<file path="config.mk">
export PLATFORM = sky130hd
export DESIGN_NAME = wdog_window
export DESIGN_NICKNAME = d
export VERILOG_FILES = /design/src/rtl/wdog_window.sv
export SDC_FILE = /design/constraint.sdc
export NUM_CORES = 1
export LEC_CHECK = 0
export BUFFER_PORTS_ARGS = -buffer_cell sky130_fd_sc_hd__buf_2
export CORE_MARGIN = 4
export CORE_UTILIZATION = 47
export DETAILED_ROUTE_END_ITERATION = 8
export PLACE_DENSITY = 0.73
export SLEW_MARGIN = 30
export SYNTH_ARGS = -nofsm -noshare
export SYNTH_HDL_FRONTEND = slang
export SYNTH_SLANG_ARGS = --single-unit
</file>
<file path="constraint.sdc">
create_clock -name clk -period 4.45 [get_ports clk]
set_input_delay 0.6675 -clock clk [delete_from_list [all_inputs] [get_ports clk]]
set_output_delay 0.6675 -clock clk [all_outputs]
set_load 0.05 [all_outputs]
</file>
<file path="src/rtl/wdog_window.sv">
module wdog_window #(
  parameter int PRE_BASE = 4096,
  parameter int CNT_W    = 7,
  parameter int TB_W     = 2,
  parameter int DATA_W   = 10
) (
  input  logic              clk,
  input  logic              rst_n,
  input  logic              wr_ctl,
  input  logic              wr_cfg,
  input  logic              wr_sts,
  input  logic [DATA_W-1:0] wr_data,
  output logic [CNT_W-1:0]  cnt_o,
  output logic [CNT_W-1:0]  win_o,
  output logic [TB_W-1:0]   tb_o,
  output logic              armed_o,
  output logic              ewi_en_o,
  output logic              flag_o,
  output logic              irq_o,
  output logic              rst_req_o
);
  localparam int PRE_W = $clog2(PRE_BASE) + (1 << TB_W) + 1;
  localparam logic [CNT_W-1:0] CNT_INIT = {CNT_W{1'b1}};
  localparam logic [CNT_W-1:0] CNT_WARN = CNT_W'(1) << (CNT_W - 1);
  localparam int ARM_BIT = CNT_W;
  localparam int TB_LSB  = CNT_W;
  localparam int EWI_BIT = CNT_W + TB_W;

  logic [PRE_W-1:0] pre_q;
  logic [PRE_W-1:0] pre_lim;
  logic [CNT_W-1:0] cnt_q, win_q;
  logic [TB_W-1:0]  tb_q;
  logic             arm_q, ewi_q, flag_q, rreq_q;
  logic             tick, dec, early, bad_val;

  assign pre_lim = PRE_W'(PRE_BASE) << tb_q;
  assign tick    = (pre_q == pre_lim - 1'b1);
  assign dec     = tick && !wr_ctl;
  assign early   = (cnt_q >= win_q);
  assign bad_val = !wr_data[CNT_W-1];

  always_ff @(posedge clk or negedge rst_n)
    if (!rst_n)                 pre_q <= '0;
    else if (wr_ctl || tick)    pre_q <= '0;
    else                        pre_q <= pre_q + 1'b1;

  always_ff @(posedge clk or negedge rst_n)
    if (!rst_n)      cnt_q <= CNT_INIT;
    else if (wr_ctl) cnt_q <= wr_data[CNT_W-1:0];
    else if (tick)   cnt_q <= cnt_q - 1'b1;

  always_ff @(posedge clk or negedge rst_n)
    if (!rst_n) begin
      arm_q <= 1'b0;
      ewi_q <= 1'b0;
      win_q <= CNT_INIT;
      tb_q  <= '0;
    end else begin
      if (wr_ctl && wr_data[ARM_BIT]) arm_q <= 1'b1;
      if (wr_cfg) begin
        win_q <= wr_data[CNT_W-1:0];
        tb_q  <= wr_data[TB_LSB +: TB_W];
        if (wr_data[EWI_BIT]) ewi_q <= 1'b1;
      end
    end

  always_ff @(posedge clk or negedge rst_n)
    if (!rst_n)                          flag_q <= 1'b0;
    else if (dec && cnt_q == CNT_WARN + 1'b1) flag_q <= 1'b1;
    else if (wr_sts && !wr_data[0])      flag_q <= 1'b0;

  always_ff @(posedge clk or negedge rst_n)
    if (!rst_n) rreq_q <= 1'b0;
    else        rreq_q <= arm_q && ((dec && cnt_q == CNT_WARN) ||
                                    (wr_ctl && (bad_val || early)));

  assign cnt_o     = cnt_q;
  assign win_o     = win_q;
  assign tb_o      = tb_q;
  assign armed_o   = arm_q;
  assign ewi_en_o  = ewi_q;
  assign flag_o    = flag_q;
  assign irq_o     = flag_q && ewi_q;
  assign rst_req_o = rreq_q;

  // arming is sticky
  p_arm_sticky_r3: assert property (@(posedge clk) disable iff (!rst_n)
    arm_q |=> arm_q);
  // interrupt enable is sticky
  p_ewi_sticky_r10: assert property (@(posedge clk) disable iff (!rst_n)
    ewi_q |=> ewi_q);
  // no request unless armed
  p_req_armed_r11: assert property (@(posedge clk) disable iff (!rst_n)
    rreq_q |-> arm_q);
  // without a write the counter only ever steps down by one
  p_step_r2: assert property (@(posedge clk) disable iff (!rst_n)
    (!wr_ctl && cnt_q != CNT_INIT - 1'b1 + 1'b1) |=> (cnt_q == $past(cnt_q) || cnt_q == $past(cnt_q) - 1'b1));
  // the flag rises only with the counter at the warning value
  p_flag_warn_r8: assert property (@(posedge clk) disable iff (!rst_n)
    $rose(flag_q) |-> cnt_q == CNT_WARN);
  // a request needs a write or the warning-to-below step
  p_req_cause_r4: assert property (@(posedge clk) disable iff (!rst_n)
    rreq_q |-> ($past(wr_ctl) || ($past(cnt_q) == CNT_WARN && cnt_q == CNT_WARN - 1'b1)));
endmodule

</file>
==> key figures, run 1 <==
STA
  – RSZ-0062 raised after global routing: no
  – Final worst slack: 1980 ps
  – Tcrit/Tclk final: 55.5%
  – Final setup violation count: 0
  – Final slew viol count: 0
  – Final hold vios: 0
  – Final min period: 2470 ps
  – Worst-margin pin slew: 789 ps
  – FMAX: 0.405 GHz
  – Worst slew margin: 47.4%
  – Setup_tns: 0 ps
  – Clock Skews: 7.49 ps

Layout
  – N_diodes: 0
  – Layout Area Growth over Synthesis: 15.9%
  – Most frequent cells in the layout: 35 x buf_2, 26 x nor2_1, 23 x dfrtp_1, 18 x nand2_1, 14 x dfstp_2
  – Final nets: 263
  – Most common cell after layout, fill and taps aside: buf_2
  – Share of layout cells above drive strength 1: 28.2%
  – Post-route insts no fill: 288

Die
  – Core area: 0.00403 mm²
  – Row cnt: 23
  – Die area: 0.00530 mm²
  – Die W: 72.8 µm
  – IO Count: 36
  – Initial Util: 49.0%
  – Chip Height: 72.8 µm

Synth
  – Mapped Area: 0.00198 mm²
  – Unique masters post-synth: 39
  – Average size of a mapped cell: 9.83 µm²
  – Async S/R FF share, synth: 100%
  – Post-synth top flop: dfrtp_1
  – Post-Synth Simple-Gate Area: 22.4%
  – Compound-cell area share of the yosys netlist: 10.4%
  – Largest family of logic cells by synthesized area: simple AND/OR/NAND/NOR gates
  – Fraction of the mapped netlist area in adder cells: 6.97%
  – Syn nets: 227
  – Register area share after synthesis: 47.8%
  – Mux cell area share after synthesis: 1.14%
  – Mapped Cells: 201
  – EDFF count, synth: 0
  – XOR/XNOR Fraction of Synth Area: 7.98%
  – Yosys warns: 0
  – Synth Register Bits: 37

Clocking
  – Worst-skew pair later-pin latency: 290 ps
  – Clock transition at path regs: 70 ps
  – # hold bufs at CTS: 0
  – Num CTS Buffers: 5
  – Post-CTS sizing: 0
  – TritonCTS clock tree: done
  – Root Driver: clkbuf_8
  – Clock sinks: 37
  – CTS Buffer Depth: 2
  – CTS H-tree depth: 2
  – Post-CTS Setup Bufs: 0

Worst hold path
  – HP Class: primary input to async pin

Worst setup path
  – CP Capture Type: register
  – Critical Path, Cell by Cell: or2_2, ha_1, xnor2_1, nor2_1, o2111ai_2, or4_1, a31oi_1
  – CP Data Arrival Time: 2690 ps
  – Worst path slowest cell: or4_1
  – R2r worst-path depth: 7
  – Startpoint Class: register
  – CP max FO: 13
  – RR Endpoint: cnt_o[5]
  – Max incr delay on CP: 590 ps
  – R2R Setup Slk: 1980 ps
  – RR Startpoint: tb_o[1]
  – Crit path launch: tb_o[1]
  – Buffers & Inverters on Critical Path: 0
  – CP Class: register to register
  – Top delay family on crit path: simple AND/OR/NAND/NOR gates
  – Critical Path RT: 4670 ps

Place
  – GP Congestion: 0.787
  – Detail Placement HPWL: 2840 µm
  – Dpl ws: 1990 ps
  – Placed Cells: 280
  – Port buffer count: 35

GRT
  – Total track usage: 16.7%
  – GRT Residual Overflow: 0
  – Global-route wire length before repair: 6830 µm
  – Vias in the first global route: 1482
  – Initial antenna violation count: 0
  – Largest net degree at the start of global routing: 38

Drt
  – Drt total wl: 3940 µm
  – Average wire per standard cell: 13.7 µm
  – DR pass1 iterations: 4
  – Vias per cell: 5.39
  – DR vias: 1553
  – DRC errors left: 0
  – Final ANT Viol Nets: 0
  – Drt first-iter violations: 80

Outcome
  – Status: complete, no violations

Run
  – Max-Cap Viols: 0

Power and ir drop
  – Peak VDD IR: 0.000182 V
  – PwrDens: 343 mW/mm²
  – Pleak: 1.04 nW
Yosys cell counts (4+ instances only):
cell / instances / area (µm²)
clkbuf_1: 4 / 15.0
nand2_1: 18 / 67.6
nor2_1: 26 / 97.6
nand3_1: 12 / 60.1
a31oi_1: 5 / 31.3
dfrtp_1: 23 / 576
or3_1: 5 / 31.3
ha_1: 11 / 138
dfstp_2: 14 / 368
o21ai_0: 12 / 60.1
xor2_1: 11 / 96.3
inv_1: 11 / 41.3
xnor2_1: 7 / 61.3
metrics by stage:
stage               cell area, µm²  hold slack, ps  total power (W)  util (%)
floorplan                     1980             372         0.000492         -
global placement              2190             459         0.000533      54.3
detailed placement            2190             464         0.000536      54.3
CTS                           2290             487         0.000793      56.8
global route                  2290             526         0.000830      56.8
finish                        2290             456         0.000786      56.8
area by class of cell:
class / instances / area [µm²]
clock inverter: 1 / 5.00
clock buffer: 7 / 96.3
timing repair buffer: 35 / 175
inverter: 11 / 41.3
fill: 372 / 1740
sequential: 37 / 943
multi-input combinational: 147 / 966
tap: 50 / 62.6
worst max path at each step:
| stage | cells after the start | slack (ps) | end |
|---|---|---|---|
| floorplan | 8 | 2070 | cnt_o[3] |
| global placement | 7 | 2090 | cnt_o[5] |
| detailed placement | 7 | 1990 | cnt_o[5] |
| CTS | 7 | 1980 | cnt_o[5] |
| global route | 7 | 1750 | cnt_o[5] |
| finish | 7 | 1980 | cnt_o[5] |
where the power goes:
group          internal [W]  switching (W)
Clock              0.000140       0.000117
Combinational     0.0000453       0.000106
Sequential         0.000362      0.0000156
Total              0.000547       0.000239
sequential cells by signal, summed over array words and instances (netlist names):
register / count
pre_q: 17
cnt_o: 7
win_o: 7
tb_o: 2
armed_o: 1
ewi_en_o: 1
flag_o: 1
rst_req_o: 1
cell families (layout without fill, tap and decap cells):
group,after synthesis,after routing
AND/OR/NAND/NOR,86,86
flip-flops,37,37
AO/OA/AOI/OAI,30,30
XOR/XNOR,18,18
buffers and inverters,17,54
adder cells (fa/ha/maj),11,11
multiplexers,2,2
layer usage:
| metal | wire length [µm] | share of wire (%) | GRT usage, % |
|---|---|---|---|
| met2 | 1710 | 43 | 24.3 |
| met3 | 193 | 4.9 | 4.13 |
| met4 | 67 | 1.7 | 5.53 |
| met1 | 1960 | 50 | 24.4 |
| met5 | 0 | 0 | 0 |
Power figures use the tool's default switching activity.
==> run 2: changes to the inputs <==
clock period = 2.3 ns   (was 4.45 ns; I/O delays follow)
==> run 2 against run 1 <==
  * The run now ends with hold timing left
  * Setup slack lost 1900 ps
  * Clock power grew 85%
  * Die area stayed put
  * Routed wire length grew 6.5%
  * Sequential share of layout area down 1.8 points
  * Total power grew 95%
  * Largest cell class unchanged
  * Utilization grew 2.8 points
  * Critical path depth stayed put
  * Highest routed layer unchanged
==> key figures, run 2 (synthesis results as in run 1) <==
STA
  – FMAX: 0.458 GHz
  – Final setup violation count: 0
  – Worst-margin pin slew: 473 ps
  – Clock Skews: 7.00 ps
  – Worst slew margin: 68.5%
  – Final hold vios: 1
  – Final slew viol count: 0
  – RSZ-0062 raised after global routing: no
  – Tcrit/Tclk final: 94.9%
  – Final min period: 2180 ps
  – WHS: -0.0288 ps
  – Setup_tns: 0 ps

Place
  – Detail Placement HPWL: 2990 µm
  – Placed Cells: 287
  – GP Congestion: 0.824
  – Port buffer count: 35

Layout
  – Filler instances: 361
  – Final nets: 270
  – Share of layout cells above drive strength 1: 33.5%
  – Layout Area Growth over Synthesis: 21.6%
  – N_diodes: 0
  – Most common cell after layout, fill and taps aside: buf_2
  – Most frequent cells in the layout: 35 x buf_2, 25 x nor2_1, 21 x dfrtp_1, 17 x nand2_1, 14 x dfstp_2
  – Max reg flops: 17
  – Post-route insts no fill: 295
  – Largest Register: pre_q

Die
  – Core area: 0.00403 mm²
  – Die area: 0.00530 mm²
  – Row cnt: 23
  – Chip Height: 72.8 µm
  – Initial Util: 49.0%
  – Die W: 72.8 µm
  – IO Count: 36

GRT
  – Grt peak-use layer: met1
  – Initial antenna violation count: 0
  – Total track usage: 17.3%
  – Largest net degree at the start of global routing: 23
  – GR Util met3: 3.44%
  – Vias in the first global route: 1558
  – M1 GR Usage: 25.2%
  – Global-route wire length before repair: 7110 µm
  – Met2 usage: 25.2%
  – GRT Residual Overflow: 0

Clocking
  – Worst-skew pair later-pin latency: 290 ps
  – Clock sinks: 37
  – # hold bufs at CTS: 0
  – CTS H-tree depth: 2
  – Root Driver: clkbuf_8
  – CTS Buffer Depth: 2
  – Clock transition at path regs: 80 ps
  – TritonCTS clock tree: done
  – Num CTS Buffers: 5

Drt
  – Average wire per standard cell: 14.2 µm
  – DR pass1 iterations: 4
  – Vias per cell: 5.41
  – Drt first-iter violations: 76
  – Drt total wl: 4190 µm
  – DRC errors left: 0
  – Final ANT Viol Nets: 0
  – DR vias: 1596

Power and ir drop
  – Pleak: 1.08 nW
  – Total power: 0.00153 W
  – PwrDens: 638 mW/mm²
  – Peak VDD IR: 0.000364 V

Worst setup path
  – Worst path slowest cell: or4_1
  – Max incr delay on CP: 510 ps
  – CP Class: register to register
  – Critical Path, Cell by Cell: or2_4, ha_4, xnor2_2, nor2_2, o2111ai_4, or4_1, a31oi_1
  – CP Capture Type: register
  – CP max FO: 5
  – Critical Path RT: 2520 ps
  – CP Data Arrival Time: 2400 ps
  – Startpoint Class: register

Outcome
  – Status: finished, violations left
  – Failing checks: hold timing

Run
  – Max-Cap Viols: 0

Worst hold path
  – HP Class: primary input to async pin
==> run 2: what timing repair did <==
action	4_1_cts	5_1_grt
buffers inserted	0	0
endpoints found under the hold margin	0	0
resized for setup	0	11
setup endpoints to repair	0	6
==> run 2: worst max-delay path: cells and delay by family, from the launching register on <==
family | cells | cell delay, ps
AO/OA/AOI/OAI | 2 | 380
AND/OR/NAND/NOR | 3 | 940
adder cells (fa/ha/maj) | 1 | 240
flip-flops | 1 | 410
XOR/XNOR | 1 | 130
==> run 2: path summary, 6_finish.rpt <==
| kind | from | to | slack [ps] | cells past startpoint |
|---|---|---|---|---|
| min in group clk | wr_data[9] | ewi_en_o | 250 | 2 |
| max | tb_o[1] | cnt_o[4] | 120 | 7 |
| max in group asynchronous | rst_n | win_o[3] | 1650 | 2 |
| min reg2reg | ewi_en_o | ewi_en_o | 480 | 1 |
| min | rst_n | tb_o[1] | -0.03 | 1 |
| max reg2reg | tb_o[1] | cnt_o[4] | 120 | 7 |
==> run 2: per-layer routing <==
metal,share of wire [%],vias to the layer above
met5,0,-
met1,47,764
met2,45,42
li1,-,781
met4,2.2,0
met3,4.9,9
==> run 2: area by class of cell <==
type | instances | area (µm²) | share of cell area (%)
Multi-Input combinational cell | 147 | 1010 | 42.2
Sequential cell | 37 | 946 | 39.4
Timing Repair Buffer | 42 | 244 | 10.2
Clock buffer | 6 | 82.6 | 3.44
Tap cell | 50 | 62.6 | 2.60
Inverter | 11 | 43.8 | 1.82
Clock inverter | 2 | 8.76 | 0.365
==> run 2: metrics by stage <==
| step | cell area, µm² | setup WS, ps | util [%] |
|---|---|---|---|
| floorplan | 1980 | 31.0 | - |
| global placement | 2260 | 142 | 56.0 |
| detailed placement | 2260 | 82.6 | 56.0 |
| CTS | 2350 | 62.9 | 58.3 |
| global route | 2400 | 5.06 | 59.6 |
| finish | 2400 | 118 | 59.6 |
==> run 2: power breakdown <==
part / leakage (nW) / switching, W / internal (W)
Sequential: 0.448 / 0.0000272 / 0.000700
Clock: 0.0486 / 0.000238 / 0.000238
Combinational: 0.587 / 0.000223 / 0.000108
==> run 3: changes to the inputs <==
CTS_BUF_LIST = sky130_fd_sc_hd__clkbuf_16   (was default)
==> run 3 against run 2 <==
  * The flow now finishes without violations
  * Cell area rose by 1.5%
  * Clock skew decreased by 3.9 ps
  * Fmax grew 0.96%
  * Routed wire length fell by 1.7%
  * Hold slack better by 19 ps
  * Critical path depth is 1 higher
  * Die area unchanged
  * Global-route usage increased by 0.17 points
  * Clock power rose by 35%
  * Via count decreased by 1.3%
  * Non-clock buffer count unchanged
  * Critical path type unchanged
  * Critical endpoint is now cnt_o[3]
  * Largest cell class unchanged
  * Highest routed layer unchanged
==> key figures, run 3 (synthesis results as in run 1) <==
STA
  – WHS: 19.4 ps
  – Tcrit/Tclk final: 94.0%
  – Final min period: 2160 ps
  – Final hold vios: 0
  – Final slew viol count: 0
  – Clock Skews: 3.07 ps
  – FMAX: 0.463 GHz
  – Worst slew margin: 68.6%
  – Final setup violation count: 0
  – Worst-margin pin slew: 471 ps

Layout
  – Most frequent cells in the layout: 35 x buf_2, 25 x nor2_1, 21 x dfrtp_1, 17 x nand2_1, 14 x dfstp_2
  – Final Cell Area: 0.00244 mm²
  – Share of layout cells above drive strength 1: 33.1%
  – Layout Area Growth over Synthesis: 23.4%
  – Largest Register: pre_q
  – Most common cell after layout, fill and taps aside: buf_2
  – Final nets: 270
  – N_diodes: 0
  – Max reg flops: 17

Worst setup path
  – RR Startpoint: tb_o[0]
  – R2R Setup Slk: 140 ps
  – R2r worst-path depth: 8
  – CP Class: register to register
  – Crit path launch: tb_o[0]
  – CP Capture Type: register
  – Startpoint Class: register
  – CP Data Arrival Time: 2370 ps
  – CP max FO: 6
  – RR Endpoint: cnt_o[3]
  – Critical Path RT: 2510 ps
  – CP Capture Point: cnt_o[3]

Place
  – GP Congestion: 0.824
  – Placed Area: 0.00226 mm²
  – Port buffer count: 35
  – Detail Placement HPWL: 2990 µm

Clocking
  – CTS H-tree depth: 2
  – Post-CTS Setup Bufs: 0
  – Clock transition at path regs: 50 ps
  – Worst-skew pair later-pin latency: 280 ps
  – # hold bufs at CTS: 0
  – Clock sinks: 37
  – Num CTS Buffers: 5
  – TritonCTS clock tree: done
  – Post-CTS sizing: 0
  – CTS Buffer Depth: 2
  – Root Driver: clkbuf_16

Die
  – Row cnt: 23
  – Die W: 72.8 µm
  – Chip Height: 72.8 µm
  – Die area: 0.00530 mm²
  – Core area: 0.00403 mm²
  – Initial Util: 49.0%
  – IO Count: 36

Drt
  – DR pass1 iterations: 4
  – Drt total wl: 4120 µm
  – Average wire per standard cell: 14.0 µm
  – Vias per cell: 5.34
  – DRC errors left: 0
  – Final ANT Viol Nets: 0
  – Drt first-iter violations: 66
  – DR vias: 1575

GRT
  – M1 GR Usage: 24.9%
  – Met2 usage: 26.1%
  – Global-route wire length before repair: 7160 µm
  – GRT Residual Overflow: 0
  – Grt peak-use layer: met2
  – GR Util met3: 3.86%
  – Vias in the first global route: 1563
  – Largest net degree at the start of global routing: 23
  – Total track usage: 17.5%
  – Initial antenna violation count: 0

Power and ir drop
  – Peak VDD IR: 0.000381 V
  – PwrDens: 695 mW/mm²
  – Pleak: 1.10 nW

Outcome
  – Status: complete, no violations

Worst hold path
  – HP Class: primary input to async pin

Run
  – Max-Cap Viols: 0
run 3: changes by cell type in the layout (fill, tap and decap cells not counted), sizes merged:
cell	previous run	this run
clkbuf	6	5
clkinv	2	3
run 3: metrics by stage:
step	worst slack, ps	setup TNS [ps]	power [W]	instances	util [%]
final	138	0	0.00169	295	60.5
after global routing	-26.1	-26.1	0.00178	295	60.5
after CTS	68.0	0	0.00169	295	59.4
after detailed placement	82.6	0	0.00105	287	56.0
after global placement	142	0	0.00104	287	56.0
after floorplan	31.0	0	0.000953	201	-
run 3: worst min path at each step:
stage | end | slack [ps] | cells after the start
after floorplan | armed_o | 50 | 0
after global placement | flag_o | 330 | 1
after detailed placement | flag_o | 330 | 1
after CTS | ewi_en_o | 40 | 1
after global routing | flag_o | 60 | 1
final | ewi_en_o | 20 | 1
run 3: per-layer routing:
metal / vias up / wire, µm
met5: - / 0
li1: 781 / -
met1: 754 / 1990
met4: 0 / 45
met3: 4 / 179
met2: 36 / 1910
run 3: final cells by class:
type / instances / area [µm²]
fill: 351 / 1590
multi-input combinational: 147 / 1000
sequential: 37 / 946
timing repair buffer: 42 / 244
clock buffer: 5 / 125
tap: 50 / 62.6
inverter: 11 / 43.8
clock inverter: 3 / 12.5
run 3: critical path, stage by stage (launching register included):
cell and delay, ps:
dfrtp_2 390, or2_4 250, ha_4 240, xnor2_2 130
nor2_2 160, o2111ai_2 190, buf_4 200, or3_1 360
a31oi_1 160
run 3: report_power, final:
part           internal, W  switching, W  leakage (nW)
registers         0.000701     0.0000269         0.448
clock network     0.000391      0.000248        0.0687
logic             0.000107      0.000219         0.586
total              0.00120      0.000493          1.10
